**config.mk**
```make
export PLATFORM = sky130hd
export DESIGN_NAME = i2c_blkwr_slave
export DESIGN_NICKNAME = d
export VERILOG_FILES = /design/src/rtl/i2c_blkwr_slave.sv
export SDC_FILE = /design/constraint.sdc
export NUM_CORES = 1
export LEC_CHECK = 0
export ABC_AREA = 1
export ABC_CLOCK_PERIOD_IN_PS = 4100
export BUFFER_PORTS_ARGS = -buffer_cell sky130_fd_sc_hd__buf_2
export CAP_MARGIN = 10
export CORE_ASPECT_RATIO = 1.75
export CORE_MARGIN = 10
export CORE_UTILIZATION = 55
export DETAILED_ROUTE_END_ITERATION = 10
export HOLD_SLACK_MARGIN = 0.12
export PLACE_DENSITY = 0.78
export SLEW_MARGIN = 10
export SYNTH_ARGS = -nofsm -noshare
export SYNTH_HDL_FRONTEND = slang
export SYNTH_SLANG_ARGS = --single-unit
```
**constraint.sdc**
```tcl
create_clock -name clk -period 4.1 [get_ports clk]
set_input_delay 0.82 -clock clk [delete_from_list [all_inputs] [get_ports clk]]
set_output_delay 0.82 -clock clk [all_outputs]
set_load 0.02 [all_outputs]
```
**src/rtl/i2c_blkwr_slave.sv**
```systemverilog
module i2c_blkwr_slave #(
  parameter int          NREG     = 8,
  parameter logic [6:0]  DEV_ADDR = 7'h69,
  parameter logic [7:0]  RST_VAL  = 8'h00
) (
  input  logic              clk,
  input  logic              rst_n,
  input  logic              scl,
  input  logic              sda,
  output logic              sda_pull,
  output logic [NREG*8-1:0] regs_o
);
  localparam int         AW     = (NREG > 1) ? $clog2(NREG) : 1;
  localparam logic [8:0] NREG_W = 9'(NREG);

  typedef enum logic [2:0] {S_IDLE, S_ADDR, S_BEGIN, S_COUNT, S_DATA} st_t;

  st_t        state;
  logic       scl_q, sda_q;
  logic [3:0] bitcnt;
  logic [7:0] sh, idx, left;
  logic [7:0] bank [NREG];

  wire start_c   = scl & scl_q & sda_q & ~sda;
  wire stop_c    = scl & scl_q & ~sda_q & sda;
  wire scl_rise  = scl & ~scl_q;
  wire scl_fall  = ~scl & scl_q;
  wire byte_done = scl_fall && (bitcnt == 4'd8);
  wire ack_done  = scl_fall && (bitcnt == 4'd9);
  wire addr_hit  = (sh == {DEV_ADDR, 1'b0});
  wire data_ok   = (left != 8'd0) && ({1'b0, idx} < NREG_W);

  always_ff @(posedge clk) begin
    if (!rst_n) begin
      state    <= S_IDLE;
      scl_q    <= 1'b1;
      sda_q    <= 1'b1;
      bitcnt   <= 4'd0;
      sh       <= 8'd0;
      idx      <= 8'd0;
      left     <= 8'd0;
      sda_pull <= 1'b0;
      for (int i = 0; i < NREG; i++) bank[i] <= RST_VAL;
    end else begin
      scl_q <= scl;
      sda_q <= sda;
      if (start_c) begin
        state    <= S_ADDR;
        bitcnt   <= 4'd0;
        sda_pull <= 1'b0;
      end else if (stop_c) begin
        state    <= S_IDLE;
        sda_pull <= 1'b0;
      end else if (state != S_IDLE) begin
        if (scl_rise) begin
          if (bitcnt < 4'd8) sh <= {sh[6:0], sda};
          bitcnt <= bitcnt + 4'd1;
        end
        if (byte_done) begin
          sda_pull <= 1'b1;
          case (state)
            S_ADDR:
              if (addr_hit) state <= S_BEGIN;
              else begin
                sda_pull <= 1'b0;
                state    <= S_IDLE;
              end
            S_BEGIN: begin
              idx   <= sh;
              state <= S_COUNT;
            end
            S_COUNT: begin
              left  <= sh;
              state <= S_DATA;
            end
            S_DATA:
              if (data_ok) begin
                bank[idx[AW-1:0]] <= sh;
                idx  <= idx + 8'd1;
                left <= left - 8'd1;
              end else begin
                sda_pull <= 1'b0;
                state    <= S_IDLE;
              end
            default: state <= S_IDLE;
          endcase
        end
        if (ack_done) begin
          sda_pull <= 1'b0;
          bitcnt   <= 4'd0;
        end
      end
    end
  end

  for (genvar g = 0; g < NREG; g++) begin : g_out
    assign regs_o[g*8 +: 8] = bank[g];
  end
endmodule

```
* Word level (Yosys, flattened, before mapping)
Memories as Yosys holds them, arrays and structs flattened. Cells that the tools add are included.
Word-level totals: bits in registers 34, RAM bits 64, input bits 4, output and inout bits 65, word-level logic and storage cells 89, memories 1
Memories:
- bank | words 8, width 8, rd ports 8, clocked after Yosys merged registers in 0, wr ports 8, RTL line 22 | logic [7:0] bank [NREG];
Cells by class: $add $sub $neg 3, $lt $le $gt $ge 2, eq/ne operators 10, multiplexer cells 29, bitwise gates (word level) 14, reductions and logical operators 21
Operators by type and width (count):
- one-hot mux 8 bit (2 select lines) | 2
- 2-to-1 mux 8 bit | 3
- 2-to-1 mux 1 bit | 17
- one-hot mux 3 bit (4 select lines) | 1
- AND reduction 6 bit | 2
- AND reduction 3 bit | 3
- nonzero test 3 bit | 3
- adder 8 x 1 -> 8 bit, second input constant | 1
- equality test 4 bit, second input constant | 2
- equality test 8 bit, second input constant | 1
- less-than comparator 8 x 4 -> 1 bit, second input constant | 1
- 2-to-1 mux 4 bit | 2
- nonzero test 2 bit | 4
- nonzero test 8 bit | 1
- OR reduction 8 bit | 1
- subtractor 8 x 1 -> 8 bit, second input constant | 1
- AND 1 bit | 7
- inverter 1 bit | 7
- equality test 3 x 2 -> 1 bit, second input constant | 2
- 2-to-1 mux 3 bit | 2
- AND reduction 5 bit | 1
- adder 4 x 1 -> 4 bit, second input constant | 1
- less-than comparator 4 bit, second input constant | 1
- inequality test 2 bit, second input constant | 2
- other kinds (9) | 11

* Logic depth before layout (Yosys ltp)
Gate-level depths: netlist of the first run.
depth after elaboration 12, depth in mapped cells 12, gate-level depth less buffers 11

* Worst setup path after synthesis of the first run
No wires, ideal clock.
kind in2reg, start point input rst_n, end point memory bank[0][0] (enable), setup time 329 ps, arrival 2056 ps, data required time 3771 ps, path slack 1715 ps, stages on the path 5, buffers on the path 1, cell sequence clkbuf_1 -> nand2_1 -> nor3_4 -> nand4_2 -> nand2_1
RTL lines:
- start, declared | RTL line 7 | input logic rst_n,
- end, declared | RTL line 22

==> results of run 1 <==
[final timing paths]
check             startpoint    endpoint  slack [ps]  cells past startpoint
setup reg to reg    state[1]  bank[2][0]        1370                      7
setup / recovery    state[1]  bank[2][0]        1370                      7
hold / removal     bitcnt[2]   bitcnt[2]         490                      2
hold reg to reg    bitcnt[2]   bitcnt[2]         490                      2
[layout make-up]
type / count / area, um2 / share of cell area (%)
tap: 88 / 110 / 2.22
timing repair buffer: 69 / 348 / 7.02
inverter: 45 / 169 / 3.41
multi-input combinational: 318 / 1450 / 29.2
sequential: 98 / 2600 / 52.5
clock inverter: 6 / 40.0 / 0.808
clock buffer: 10 / 239 / 4.82
[metal layers]
metal  global-route usage (%)  up-vias
li1                         -     1675
met1                     15.8     1562
met2                     30.3      146
met3                     5.75       37
met4                     10.3        0
met5                        0        -
[per-stage QoR]
| stage | setup slack, ps | cell area [um2] | utilization (%) | cells | hold WS [ps] |
|---|---|---|---|---|---|
| floorplan | 1720 | 4260 | - | 471 | 462 |
| global placement | 1380 | 4680 | 61.8 | 618 | 489 |
| detailed placement | 1240 | 4680 | 61.8 | 618 | 489 |
| CTS | 1370 | 4950 | 65.5 | 634 | 498 |
| global route | 1070 | 4950 | 65.5 | 634 | 525 |
| finish | 1370 | 4950 | 65.5 | 634 | 491 |
[cells in the mapped netlist, drive strengths merged]
library cell | n | area share [%]
nand2 | 105 | 9.3
xor2 | 3 | 0.62
dfxtp | 34 | 16
clkbuf | 8 | 0.71
nor2 | 126 | 11
o21ai | 26 | 3.1
clkinv | 8 | 0.71
ha | 6 | 1.8
xnor2 | 1 | 0.21
a21oi | 14 | 1.6
a21boi | 1 | 0.18
edfxtp | 64 | 45
nand3 | 18 | 2.1
inv | 37 | 3.3
nor3 | 4 | 0.73
nand4 | 12 | 2.9
nand3b | 2 | 0.35
buf | 2 | 0.24
[report_power, final]
| part | internal [W] | leakage, nW | switching, W |
|---|---|---|---|
| clock network | 0.000428 | 0.139 | 0.000362 |
| registers | 0.00107 | 0.935 | 0.00000866 |
| logic | 0.0000234 | 1.18 | 0.0000727 |
| total | 0.00152 | 2.26 | 0.000443 |
[sequential cells by signal, summed over array words and instances (netlist names)]
name / count
bank: 64
idx: 8
left: 8
sh: 8
bitcnt: 4
state: 3
scl_q: 1
sda_pull: 1
sda_q: 1
[critical path, delay by kind of cell, from the launching register on]
kind                   cells  cell delay [ps]
buffers and inverters      2              700
flip-flops                 1              340
AND/OR/NAND/NOR            5             1350
[kinds of logic (layout without fill, tap and decap cells)]
group	Yosys count	count (layout)	synth area share, %
AND/OR/NAND/NOR	267	267	26.5
flip-flops	98	98	61.1
AO/OA/AOI/OAI	41	41	4.88
adder cells (fa/ha/maj)	6	6	1.76
XOR/XNOR	4	4	0.823
buffers and inverters	55	130	4.91
==> results.cfg, run 1 <==
[worst_hold_path]
holdCritPathClass = flip-flop to flip-flop

[clock_network]
postCtsSetupBuffers = 0
cts-resized-gates = 0
clock_sinks = 98
clockBufferDepth = 2
holdBufCountCts = 0
cts_tree = yes
clockRootBuffer = clkbuf_16
clock_latency_ps = 350
numCtsBuffers = 9
cts.clk_slew.worst_paths_ps = 70
htree_num_levels = 3

[critical_path]
crit_path_cell_trace = nor2_1 > nand2_1 > inv_1 > nand3_1 > inv_2 > nand4_2 > nand2_1
path_class = flip-flop to flip-flop
crit_slowest_cell = inv_1
arrival_ps = 2750
critPathMaxFanout = 16
startpoint_type = flip-flop
cpMostUsedCell = nand2_1
cp.required_ps = 4120
critPathMaxStageDelay_ps = 420
endpoint_kind = flip-flop

[floorplan]
coreArea_um2 = 7570
die_h_um = 136
die_area_um2 = 11800
row_count = 42
ios = 69
chipWidth_um = 86.5
start_util_pct = 56.3

[grt]
first_global_vias = 3265
grt_max_degree = 36
grt_pass1_wl_mm = 15.7
antenna_found_initial = 0
gr-usage-all-layers_pct = 16.9
grt-ovfl-total = 0

[flow_run]
drv_cap = 0

[pwr]
ir_drop_uv = 219
fin_total_pwr_w = 0.00197
p_per_area_nw_per_um2 = 397
p_leak_nw = 2.26

[timing]
finalSetupTns_ps = 0
post-route-period-util_pct = 66.5
min_period_ps = 2730
relSlewSlack_pct = 57.5
rsz0062_at_grt = false
max_freq_mhz = 367
hold_viol_final = 0
skew_ps = 5.99
setup_viol = 0
drv_slew = 0
worst_pin_slew_ps = 635

[placed_design]
port_buffers = 68
gp_congestion = 0.875
place_hpwl_mm = 7.31

[route]
drtIter0Drc = 226
viasPerCell = 5.39
drt-pass1-iter-count = 4
drcViolationCount = 0
met3_length_um = 765
vias = 3420
avgRoutedWirePerCell_um = 15.9
maxUsedRoutingLayer = met4
dr_wl_met2_mm = 5.40
ant_nets = 0
wl_met1_mm = 3.51
wl_mm = 10.1

[synthesis]
syn_avg_cell_area_um2 = 9.04
synth_cell_types = 21
syn_inst = 471
syn_area_um2 = 4260
synth_nets = 481
yosysSeqAreaShare_pct = 61.1
yosys_register_bits = 98
yosys_warnings = 0

[final_layout]
syn2layout_area_growth_pct = 16.4
insertedDiodeCount = 0
final_cell_mix = nor2_1 (126), nand2_1 (105), buf_2 (68)
final_common_cell = nor2_1
layout-drive-gt1-share_pct = 17.4
fillers = 601
nets = 551

[outcome]
status = completed
Note: power is estimated with default switching activity, not from simulation.
==> inputs of run 2 (changes only) <==
--- a/config.mk
+++ b/config.mk
@@ -6,7 +6,7 @@
 export NUM_CORES = 1
 export LEC_CHECK = 0
 export ABC_AREA = 1
-export ABC_CLOCK_PERIOD_IN_PS = 4100
+export ABC_CLOCK_PERIOD_IN_PS = 2700
 export BUFFER_PORTS_ARGS = -buffer_cell sky130_fd_sc_hd__buf_2
 export CAP_MARGIN = 10
 export CORE_ASPECT_RATIO = 1.75
==> constraint.sdc (replaced) <==
create_clock -name clk -period 2.7 [get_ports clk]
set_input_delay 0.54 -clock clk [delete_from_list [all_inputs] [get_ports clk]]
set_output_delay 0.54 -clock clk [all_outputs]
set_load 0.02 [all_outputs]
==> run 2 against run 1 <==
Effect of this change: final cell count grew 1.7%; sequential cell count is the same; clock skew is essentially flat; critical path depth grew 1; fmax grew 21%; die area is the same; sequential share of layout area shrank 1.0 points; wire length shrank 0.34%; clock power grew 60%; first-iteration DRC count shrank 3.5%; worst hold slack lost 85 ps; via count grew 1.1%.
==> results.cfg, run 2 (synthesis gave the netlist of run 1 again) <==
[route]
vias = 3459
wl_mm = 10.0
ant_nets = 0
drt-pass1-iter-count = 4
drcViolationCount = 0
drtIter0Drc = 218
viasPerCell = 5.36
avgRoutedWirePerCell_um = 15.6

[pwr]
p_leak_nw = 2.31
p_sw_share_pct = 21.3
p_per_area_nw_per_um2 = 603
seq_power_share_pct = 53.8
comb_power_share_pct = 4.8
p_int_w = 0.00240
clkPwrFrac_pct = 41.4
ir_drop_uv = 309
switchingPower_w = 0.000651

[critical_path]
cp.required_ps = 2720
endpoint_kind = flip-flop
startpoint_type = flip-flop
arrival_ps = 2270
critPathMaxFanout = 8
path_class = flip-flop to flip-flop

[placed_design]
gp_congestion = 0.870
port_buffers = 68
place_hpwl_mm = 7.35
place_area_um2 = 4760
dp_slack_ps = 288

[timing]
worst_pin_slew_ps = 632
fin_ws_ps = 449
setup_viol = 0
min_period_ps = 2250
skew_ps = 6.14
hold_viol_final = 0
rsz0062_at_grt = false
drv_slew = 0
whs_ps = 406
finalSetupTns_ps = 0
relSlewSlack_pct = 57.6
max_freq_mhz = 444
post-route-period-util_pct = 83.4

[final_layout]
largest_register_ffs = 64
insertedDiodeCount = 0
postLayoutCellArea_um2 = 5050
syn2layout_area_growth_pct = 18.7
largest_register = bank
layout-drive-gt1-share_pct = 18.7
final_cell_mix = nor2_1 (126), nand2_1 (105), buf_2 (68)
final_common_cell = nor2_1
nets = 562

[clock_network]
cts-resized-gates = 0
clock_latency_ps = 350
cts_tree = yes
holdBufCountCts = 0
cts.clk_slew.worst_paths_ps = 60
htree_num_levels = 3
clockBufferDepth = 2
clock_sinks = 98
clockRootBuffer = clkbuf_16
postCtsSetupBuffers = 0
numCtsBuffers = 9

[grt]
grt-ovfl-total = 0
grt_pass1_wl_mm = 16.1
first_global_vias = 3364
antenna_found_initial = 0
gr-usage-all-layers_pct = 17.4
grt_max_degree = 36

[floorplan]
die_area_um2 = 11800
start_util_pct = 56.3
die_h_um = 136
chipWidth_um = 86.5
coreArea_um2 = 7570
row_count = 42
ios = 69

[flow_run]
drv_cap = 0

[outcome]
status = completed

[worst_hold_path]
holdCritPathClass = input port to flip-flop
run 2: path summary, 6_finish.rpt:
path              from         end  depth (start not counted)  slack (ps)
max          bitcnt[0]  bank[0][1]                          8         450
min                sda       sda_q                          3         410
max reg2reg  bitcnt[0]  bank[0][1]                          8         450
min reg2reg  bitcnt[2]   bitcnt[2]                          2         500
run 2: per-layer routing:
| metal | up-vias | track usage [%] | share of wire (%) |
|---|---|---|---|
| met5 | - | 0 | 0 |
| met4 | 0 | 9.95 | 3.7 |
| met3 | 31 | 5.15 | 7.5 |
| met2 | 135 | 31.0 | 53 |
| met1 | 1594 | 17.1 | 36 |
| li1 | 1699 | - | - |
run 2: power groups by stage:
stage / clock network [W] / registers (W) / logic [W]
2_1_floorplan: 0 / 0.00172 / 0.0000473
3_3_place_gp: 0 / 0.00167 / 0.000144
3_5_place_dp: 0 / 0.00167 / 0.000147
4_1_cts: 0.00128 / 0.00164 / 0.000147
5_1_grt: 0.00132 / 0.00164 / 0.000159
6_report: 0.00126 / 0.00164 / 0.000146
run 2: final cells by class:
| class | instances | area [um2] |
|---|---|---|
| Tap cell | 88 | 110 |
| Clock buffer | 10 | 239 |
| Fill cell | 612 | 2510 |
| Inverter | 45 | 169 |
| Timing Repair Buffer | 80 | 430 |
| Multi-Input combinational cell | 318 | 1450 |
| Sequential cell | 98 | 2600 |
| Clock inverter | 6 | 56.3 |
run 2: metrics by stage:
stage,cells,utilization [%],total power [W]
6_report,645,66.8,0.00305
5_1_grt,645,66.8,0.00312
4_1_cts,645,66.8,0.00307
3_5_place_dp,629,62.9,0.00182
3_3_place_gp,629,62.9,0.00182
2_1_floorplan,471,-,0.00177
run 2: critical path: stages (launching register included):
cell     delay, ps
dfxtp_1        340
inv_1          100
ha_1           160
nand3_1         70
nor2_1         150
nand2_1        130
nor3_4         470
nand4_2        190
nand2_1        320
